File: src/rtl/dma_irq_agg_pkg.sv
package dma_irq_agg_pkg;
    typedef enum logic {
        SEL_FLAGS   = 1'b0,
        SEL_ENABLES = 1'b1
    } reg_sel_e;
endpackage

File: src/rtl/dma_irq_flag.sv
// One sticky status bit: set wins over clear.
module dma_irq_flag (
    input  logic clk,
    input  logic rst,
    input  logic set_i,
    input  logic clr_i,
    output logic flag_o
);
    always_ff @(posedge clk) begin
        if (rst)
            flag_o <= 1'b0;
        else if (set_i)
            flag_o <= 1'b1;
        else if (clr_i)
            flag_o <= 1'b0;
    end
endmodule

File: src/rtl/dma_irq_regport.sv
// Register decode: write-0-to-clear flags, read/write enables, read mux.
module dma_irq_regport
    import dma_irq_agg_pkg::*;
#(
    parameter int REQ_W = 8
) (
    input  logic             clk,
    input  logic             rst,
    input  logic             wr_i,
    input  logic             addr_i,
    input  logic [REQ_W-1:0] wdata_i,
    input  logic [REQ_W-1:0] flags_i,
    output logic [REQ_W-1:0] clr_o,
    output logic [REQ_W-1:0] en_o,
    output logic [REQ_W-1:0] rdata_o
);
    reg_sel_e sel;
    assign sel = reg_sel_e'(addr_i);

    assign clr_o = (wr_i && sel == SEL_FLAGS) ? ~wdata_i : '0;

    always_ff @(posedge clk) begin
        if (rst)
            en_o <= '0;
        else if (wr_i && sel == SEL_ENABLES)
            en_o <= wdata_i;
    end

    always_comb begin
        unique case (sel)
            SEL_FLAGS:   rdata_o = flags_i;
            SEL_ENABLES: rdata_o = en_o;
            default:     rdata_o = '0;
        endcase
    end
endmodule

File: src/rtl/dma_irq_prio.sv
// Fixed priority encoder: lowest set index wins.
module dma_irq_prio #(
    parameter int REQ_W = 8,
    parameter int VEC_W = $clog2(REQ_W)
) (
    input  logic [REQ_W-1:0] req_i,
    output logic [VEC_W-1:0] vec_o,
    output logic             valid_o
);
    always_comb begin
        vec_o = '0;
        for (int i = REQ_W - 1; i >= 0; i--) begin
            if (req_i[i])
                vec_o = VEC_W'(i);
        end
    end

    assign valid_o = |req_i;
endmodule

File: src/rtl/dma_irq_agg.sv
module dma_irq_agg #(
    parameter int NUM_CH = 4,
    localparam int REQ_W = 2 * NUM_CH,
    localparam int VEC_W = $clog2(REQ_W)
) (
    input  logic              clk,
    input  logic              rst,
    input  logic [NUM_CH-1:0] done_evt_i,
    input  logic [NUM_CH-1:0] size_err_i,
    input  logic [NUM_CH-1:0] rpt_end_i,
    input  logic [NUM_CH-1:0] src_ovf_i,
    input  logic [NUM_CH-1:0] dst_ovf_i,
    input  logic              reg_wr_i,
    input  logic              reg_addr_i,
    input  logic [REQ_W-1:0]  reg_wdata_i,
    output logic [REQ_W-1:0]  reg_rdata_o,
    output logic [REQ_W-1:0]  irq_req_o,
    output logic [VEC_W-1:0]  irq_vec_o,
    output logic              irq_valid_o
);
    logic [NUM_CH-1:0] esc_evt;
    logic [REQ_W-1:0]  set_vec;
    logic [REQ_W-1:0]  clr_vec;
    logic [REQ_W-1:0]  flags_q;
    logic [REQ_W-1:0]  en_q;

    // Escape causes are merged per channel; the cause is not kept.
    assign esc_evt = size_err_i | rpt_end_i | src_ovf_i | dst_ovf_i;
    assign set_vec = {esc_evt, done_evt_i};

    for (genvar g = 0; g < REQ_W; g++) begin : g_flag
        dma_irq_flag u_flag (
            .clk    (clk),
            .rst    (rst),
            .set_i  (set_vec[g]),
            .clr_i  (clr_vec[g]),
            .flag_o (flags_q[g])
        );
    end

    dma_irq_regport #(.REQ_W(REQ_W)) u_regs (
        .clk     (clk),
        .rst     (rst),
        .wr_i    (reg_wr_i),
        .addr_i  (reg_addr_i),
        .wdata_i (reg_wdata_i),
        .flags_i (flags_q),
        .clr_o   (clr_vec),
        .en_o    (en_q),
        .rdata_o (reg_rdata_o)
    );

    assign irq_req_o = flags_q & en_q;

    dma_irq_prio #(.REQ_W(REQ_W), .VEC_W(VEC_W)) u_prio (
        .req_i   (irq_req_o),
        .vec_o   (irq_vec_o),
        .valid_o (irq_valid_o)
    );
endmodule

File: config.mk
export PLATFORM = sky130hd
export DESIGN_NAME = dma_irq_agg
export DESIGN_NICKNAME = d
export VERILOG_FILES = /design/src/rtl/dma_irq_agg_pkg.sv /design/src/rtl/dma_irq_flag.sv /design/src/rtl/dma_irq_regport.sv /design/src/rtl/dma_irq_prio.sv /design/src/rtl/dma_irq_agg.sv
export SDC_FILE = /design/constraint.sdc
export NUM_CORES = 1
export LEC_CHECK = 0
export BUFFER_PORTS_ARGS = -buffer_cell sky130_fd_sc_hd__buf_2
export CAP_MARGIN = 10
export CORE_MARGIN = 5
export CORE_UTILIZATION = 44
export DETAILED_ROUTE_END_ITERATION = 16
export GPL_TIMING_DRIVEN = 1
export PLACE_DENSITY = 0.94
export SYNTH_ARGS = -nofsm -noshare
export SYNTH_HDL_FRONTEND = slang
export SYNTH_SLANG_ARGS = --single-unit
File: constraint.sdc
create_clock -name clk -period 1.9 [get_ports clk]
set_input_delay 0.38 -clock clk [delete_from_list [all_inputs] [get_ports clk]]
set_output_delay 0.38 -clock clk [all_outputs]
set_load 0.01 [all_outputs]
==> results_dict.tcl, run 1 <==
set metrics [dict create \
    synth_fp_nets 137 \
    cts_max_level 1 \
    first_pass_iters 4 \
    layout_min_cycle_time_ns 1.75 \
    ys_ff_latch 16 \
    yosys_warnings 0 \
    crit_path_start_kind "register" \
    finalSetupViolations 0 \
    grt_pass1_wl_mm 3.60 \
    syn_inst 105 \
    drv_slew 0 \
    routed_via_density 5.12 \
    ys_seq_area_frac 0.382 \
    finalCritPeriodShare 0.922 \
    hold_class "input pin to register" \
    m1WireLength_um 870 \
    cts_sinks 16 \
    status "complete, no violations" \
    peakVddDrop_mv 0.389 \
    power.switching_uw 202 \
    clk_pin_slew_ns 0.10 \
    p_comb_frac 0.203 \
    path_cells "nand2_1 -> and3b_2 -> nor4_2 -> buf_2" \
    cp-startpoint "u_regs.en_o[4]$_SDFFE_PP0P_" \
    numCtsBuffers 3 \
    ios 52 \
    avgSynthCellArea_sq_um 8.00 \
    p_int_uw 545 \
    p_leak_uw 0.000614 \
    final_antenna_net_count 0 \
    crit_slowest_cell "dfxtp_1" \
    met2WireLength_mm 1.21 \
    required_ns 1.52 \
    areaGrowthSynthToFinish_pct 33.8 \
    swShare 0.270 \
    crit_type "register to output port" \
    end_kind "output port" \
    hp-start "done_evt_i[1]" \
    grt_usage 0.169 \
    nets 188 \
    fp.dieW_um 53.7 \
    core_sq_um 1760 \
    power.share.clock 0.304 \
    routed.top_layer "met4" \
    yosysUniqueCellTypes 22 \
    synth-edff-count 0 \
    pwr-share-seq 0.494 \
    cts_tree "yes" \
    first_global_vias 901 \
    worst_pin_slew_ns 0.361 \
    die_y_um 53.7 \
    netlist_area_sq_um 840 \
    grt_max_degree 19 \
    slowest_delay_ns 0.37 \
    fin_setup_tns_ns 0 \
    dp_hpwl_mm 1.85 \
    cts_buffer_depth 2 \
    dieArea_sq_um 2880 \
    clockRootBuffer "clkbuf_4" \
    start_util 0.476 \
    drive_gt1_frac 0.432 \
    wire_per_inst_um 13.0 \
    wl_met3_um 238 \
    antenna_found_initial 0 \
    portBuffers 51 \
    maxCapViolations 0 \
    cts_setup_buffers 0 \
    route.detailed.drc 0 \
    n_fill_cell 174 \
    num_vias 921 \
    diodes 0 \
    ys_async_sr_fraction 0 \
    cp.arrival_ns 1.37 \
    rsz0062_at_grt "no" \
    slew_headroom 0.760 \
    r2r_start "g_flag[0].u_flag.flag_o$_SDFFE_PP0P_" \
    p_per_area_nw_per_um2 665 \
    crit_fanout 4 \
    crit_family "simple AND/OR/NAND/NOR gates" \
    rows 15 \
    gp_congestion 0.778 \
    synth_flop_cell "dfxtp_1" \
    grt-ovfl-total 0 \
    critPathBufInv 1 \
    cts_resized 0 \
    fin_hold_ws_ns 0.311 \
    skew_ns 0 \
    clock_latency_ns 0.29 \
    maxClockFrequency_mhz 571 \
    postRouteWirelength_mm 2.34 \
    drtIter0Drc 17 \
    utilization 0.637 \
    ctsHoldBuffers 0 \
    hold_viol 0 \
]
## sequential cells by signal, indices dropped and copies added (netlist names)
register,cells
g_flag.u_flag.flag_o,8
u_regs.en_o,8
## cell type report
type	instances	area, sq um	area share
Clock buffer	4	36.3	0.0323
Timing Repair Buffer	51	255	0.227
Multi-Input combinational cell	73	439	0.391
Inverter	11	41.3	0.0367
Tap cell	25	31.3	0.0278
Sequential cell	16	320	0.285
## worst min-delay path: stages
cell and delay [ns]:
buf_2 0.09, inv_1 0.04, a21oi_1 0.05
## routing by layer
layer | vias up | global-route usage
met5 | - | 0
met2 | 54 | 0.304
met3 | 2 | 0.0194
met4 | 0 | 0.0936
li1 | 467 | -
met1 | 398 | 0.190
## power by group through the flow
stage                     logic [uW]  registers (uW)  clock network, uW
after floorplan                 90.5             372                  0
after global placement           146             375                  0
after detailed placement         151             376                  0
after CTS                        152             369                231
after global routing             169             372                238
final                            151             369                227
## metrics by stage
stage                     cell area [sq um]  std cells  power (uW)  setup WS, ns
after global placement                 1090        176         521         0.322
final                                  1120        180         747         0.148
after floorplan                         840        105         463         0.555
after CTS                              1120        180         752         0.150
after global routing                   1120        180         779        0.0427
after detailed placement               1090        176         528         0.319
## synth_stat cells, types with 2 or more instances
cell	instances	share of area
a21oi_1	16	0.095
inv_1	11	0.049
nand3_1	10	0.060
dfxtp_1	16	0.38
nand2_1	17	0.076
nor4_1	4	0.030
buf_6	2	0.027
o21ai_0	8	0.048
mux2_2	8	0.11
## cells by family (layout without fill, tap and decap cells)
family | after synthesis | in the layout | share of synthesized area
multiplexers | 8 | 8 | 0.107
AND/OR/NAND/NOR | 37 | 37 | 0.235
AO/OA/AOI/OAI | 28 | 28 | 0.180
buffers and inverters | 16 | 66 | 0.0954
flip-flops | 16 | 16 | 0.382
## final timing paths
check	to	slack (ns)	cells after the start
hold / removal	g_flag[1].u_flag.flag_o$_SDFFE_PP0P_	0.31	3
setup / recovery	irq_vec_o[2]	0.15	4
hold reg to reg	u_regs.en_o[5]$_SDFFE_PP0P_	0.48	2
setup reg to reg	g_flag[0].u_flag.flag_o$_SDFFE_PP0P_	1.20	2
## cells in the final DEF, fill, tap and decap left out, types with 3 or more instances in the layout
cell / n
mux2_2: 8
a21oi_1: 16
dfxtp_1: 16
o21ai_0: 8
buf_2: 51
clkbuf_4: 3
inv_1: 11
nand3_1: 10
nor4_1: 4
nand2_1: 17
No activity file was read; power rests on OpenSTA's default activity.
==> run 2: changes to the inputs <==
PLACE_DENSITY = not set   (was 0.94)
PLACE_DENSITY_LB_ADDON = 0.1   (was not set)
==> run 2 against run 1 <==
  * Flip-flop and latch count did not move
  * Worst setup slack improved by 0.021 ns
  * Via count fell by 2.2%
  * Total power rose by 0.31%
==> results_dict.tcl, run 2 (synthesized netlist as in run 1, its figures left out) <==
set metrics [dict create \
    cts_setup_buffers 0 \
    drive_gt1_frac 0.436 \
    met2_usage 0.341 \
    crit_path_start_kind "register" \
    placed_cell_area_sq_um 1090 \
    fp.dieW_um 53.7 \
    die_y_um 53.7 \
    worst_pin_slew_ns 0.309 \
    hold_viol 0 \
    cp.arrival_ns 1.35 \
    dp_hpwl_mm 1.84 \
    grt_usage 0.178 \
    use_met3 0.0332 \
    maxClockFrequency_mhz 578 \
    grt_busiest_layer "met2" \
    slew_headroom 0.794 \
    layout_commonest_cell "buf_2" \
    cts_tree "yes" \
    finalInstanceArea_sq_um 1130 \
    antenna_found_initial 0 \
    end_kind "output port" \
    setup_ws_ns 0.169 \
    first_pass_iters 4 \
    globalRouteMet1Util 0.194 \
    drtIter0Drc 8 \
    diodes 0 \
    p_leak_uw 0.000618 \
    rows 15 \
    crit_fanout 4 \
    cts_resized 0 \
    finalCritPeriodShare 0.911 \
    reg2regPathDepth 2 \
    final_antenna_net_count 0 \
    finalSetupViolations 0 \
    grt-ovfl-total 0 \
    crit_family "flip-flops" \
    postRouteWirelength_mm 2.26 \
    first_global_vias 961 \
    cp.depth 4 \
    numCtsBuffers 3 \
    place_ws_ns 0.349 \
    areaGrowthSynthToFinish_pct 34.7 \
    ctsHoldBuffers 0 \
    cts_max_level 1 \
    grt_pass1_wl_mm 3.82 \
    fin_hold_ws_ns 0.310 \
    slowest_delay_ns 0.39 \
    status "complete, no violations" \
    num_vias 901 \
    gp_congestion 0.756 \
    p_per_area_nw_per_um2 663 \
    rsz0062_at_grt "no" \
    fin_setup_tns_ns 0 \
    maxCapViolations 0 \
    reg_top3 "g_flag.u_flag.flag_o (8), u_regs.en_o (8)" \
    grt_max_degree 17 \
    core_sq_um 1760 \
    routed_via_density 4.98 \
    clockRootBuffer "clkbuf_4" \
    route.detailed.drc 0 \
    crit_slowest_cell "dfxtp_1" \
    dieArea_sq_um 2880 \
    crit_type "register to output port" \
    layout_min_cycle_time_ns 1.73 \
    skew_ns 0 \
    start_util 0.476 \
    cts_sinks 16 \
    cts_buffer_depth 2 \
    utilization 0.641 \
    path_cells "a22o_1 -> and3b_2 -> nor4_2 -> buf_2" \
    portBuffers 51 \
    whs_path_depth 3 \
    peakVddDrop_mv 0.655 \
    layout_common_cells "buf_2 (51), nand2_1 (17), a21oi_1 (16), dfxtp_1 (16), inv_1 (11)" \
    clk_pin_slew_ns 0.10 \
    hold_class "input pin to register" \
    drv_slew 0 \
    required_ns 1.52 \
    wire_per_inst_um 12.5 \
    ios 52 \
    clock_latency_ns 0.29 \
    critPathBufInv 1 \
    nets 189 \
]
==> run 2: layout make-up <==
class | count | area (sq um)
inverter | 11 | 41.3
clock buffer | 4 | 36.3
timing repair buffer | 52 | 263
tap | 25 | 31.3
sequential | 16 | 320
fill | 192 | 633
multi-input combinational | 73 | 439
==> run 2: per-stage QoR <==
stage                     total power [uW]  cells
after global routing                   792    181
final                                  749    181
after floorplan                        463    105
after detailed placement               531    177
after global placement                 525    177
after CTS                              755    181
==> run 2: worst paths after layout <==
kind / from / to / slack, ns
max: u_regs.en_o[6]$_SDFFE_PP0P_ / irq_vec_o[2] / 0.17
min: done_evt_i[0] / g_flag[0].u_flag.flag_o$_SDFFE_PP0P_ / 0.31
max reg2reg: g_flag[6].u_flag.flag_o$_SDFFE_PP0P_ / g_flag[6].u_flag.flag_o$_SDFFE_PP0P_ / 1.23
min reg2reg: u_regs.en_o[1]$_SDFFE_PP0P_ / u_regs.en_o[1]$_SDFFE_PP0P_ / 0.48
==> run 2: tightest hold or removal path, delay by kind of cell <==
family	cells	cell delay (ns)
AOI/OAI and AO/OA	1	0.05
buffers and inverters	2	0.13
==> run 2: power by group <==
part / leakage, uW / switching [uW] / total [uW] / internal (uW)
clock: 0.0000210 / 112 / 229 / 117
combinational: 0.000465 / 76.8 / 152 / 75.4
sequential: 0.000133 / 13.9 / 368 / 355
==> run 2: metal layers <==
layer	routed length, um	up-vias
li1	-	473
met1	946	392
met2	1110	32
met3	183	4
met4	19	0
met5	0	-
==> run 3: changes to the inputs <==
RECOVER_POWER = 100   (was not set)
==> run 3 against run 2 <==
  * Largest cell class unchanged
  * Cell area decreased by 2.9%
  * Total power down 0.64%
  * Routed wire length is 1.3% higher
==> results_dict.tcl, run 3 (synthesized netlist as in run 1, its figures left out) <==
set metrics [dict create \
    status "complete, no violations" \
    gp_congestion 0.756 \
    p_per_area_nw_per_um2 678 \
    reg_top3 "g_flag.u_flag.flag_o (8), u_regs.en_o (8)" \
    ios 52 \
    rsz0062_at_grt "no" \
    routed_via_density 5.01 \
    cts_tree "yes" \
    maxCapViolations 0 \
    cts_sinks 16 \
    fin_setup_tns_ns 0 \
    layout_commonest_cell "buf_2" \
    core_sq_um 1760 \
    cts_buffer_depth 2 \
    globalRouteMet1Util 0.194 \
    die_y_um 53.7 \
    route.detailed.drc 0 \
    whs_path_depth 3 \
    clk_pin_slew_ns 0.10 \
    num_vias 907 \
    drtIter0Drc 11 \
    cp.arrival_ns 1.37 \
    required_ns 1.52 \
    power.total_uw 745 \
    fin_cells 181 \
    cts_setup_buffers 0 \
    drv_slew 0 \
    wire_per_inst_um 12.6 \
    fp.dieW_um 53.7 \
    p_leak_uw 0.000537 \
    grt-ovfl-total 0 \
    clock_latency_ns 0.29 \
    use_met3 0.0332 \
    grt_pass1_wl_mm 3.82 \
    reg2regPathDepth 2 \
    antenna_found_initial 0 \
    start_util 0.476 \
    first_global_vias 961 \
    worst_pin_slew_ns 0.305 \
    finalCritPeriodShare 0.919 \
    place_ws_ns 0.349 \
    numCtsBuffers 3 \
    first_pass_iters 4 \
    clockRootBuffer "clkbuf_4" \
    drive_gt1_frac 0.301 \
    skew_ns 0 \
    nets 189 \
    crit_type "register to output port" \
    crit_path_start_kind "register" \
    portBuffers 51 \
    cts_max_level 1 \
    areaGrowthSynthToFinish_pct 30.8 \
    cts_resized 0 \
    dp_hpwl_mm 1.84 \
    diodes 0 \
    grt_usage 0.178 \
    met2_usage 0.341 \
    peakVddDrop_mv 0.656 \
    maxClockFrequency_mhz 572 \
    grt_max_degree 17 \
    crit_fanout 4 \
    place_inst 177 \
    layout_common_cells "buf_2 (32), clkbuf_1 (19), nand2_1 (17), a21oi_1 (16), dfxtp_1 (16)" \
    slew_headroom 0.797 \
    hold_class "input pin to register" \
    dieArea_sq_um 2880 \
    final_antenna_net_count 0 \
    rows 15 \
    postRouteWirelength_mm 2.29 \
    ctsHoldBuffers 0 \
    finalSetupViolations 0 \
    layout_min_cycle_time_ns 1.75 \
    hold_viol 0 \
    grt_busiest_layer "met2" \
    end_kind "output port" \
    setup_ws_ns 0.153 \
]
[run 3: cell count changes in the layout (fill, tap and decap cells not counted)]
cell / change
and3b_1: +1
and3b_2: -1
buf_2: -19
clkbuf_1: +19
nand2b_1: +1
nand2b_4: -1
[run 3: path summary, 6_finish.rpt]
path	to	start	slack, ns
worst max-delay path	irq_valid_o	g_flag[7].u_flag.flag_o$_SDFFE_PP0P_	0.15
worst min-delay path	g_flag[0].u_flag.flag_o$_SDFFE_PP0P_	done_evt_i[0]	0.31
worst max register to register	g_flag[4].u_flag.flag_o$_SDFFE_PP0P_	g_flag[4].u_flag.flag_o$_SDFFE_PP0P_	1.22
worst min register to register	u_regs.en_o[1]$_SDFFE_PP0P_	u_regs.en_o[1]$_SDFFE_PP0P_	0.48
[run 3: cell type report]
| type | count | area [sq um] |
|---|---|---|
| Fill cell | 200 | 666 |
| Multi-Input combinational cell | 73 | 430 |
| Sequential cell | 16 | 320 |
| Timing Repair Buffer | 52 | 239 |
| Inverter | 11 | 41.3 |
| Clock buffer | 4 | 36.3 |
| Tap cell | 25 | 31.3 |
[run 3: per-layer routing]
| metal | wire length [um] | share of wire |
|---|---|---|
| met5 | 0 | 0 |
| met4 | 19 | 0.0083 |
| met3 | 190 | 0.083 |
| met2 | 1120 | 0.49 |
| met1 | 959 | 0.42 |
[run 3: where the power goes]
group	switching (uW)	leakage [uW]	internal (uW)
logic	77.1	0.000384	67.7
registers	14.0	0.000133	355
clock network	115	0.0000210	117
total	206	0.000537	539
[run 3: worst max-delay path, stage by stage (launching register included)]
cell	delay [ns]
dfxtp_1	0.34
a22o_1	0.24
and3b_1	0.26
nand4b_1	0.09
buf_2	0.14
[run 3: metrics by stage]
step | cell area (sq um) | utilization | hold WS (ns)
3_5_place_dp | 1090 | 0.621 | 0.467
2_1_floorplan | 840 | - | 0.446
3_3_place_gp | 1090 | 0.621 | 0.456
5_1_grt | 1100 | 0.623 | 0.319
4_1_cts | 1130 | 0.641 | 0.309
6_report | 1100 | 0.623 | 0.309
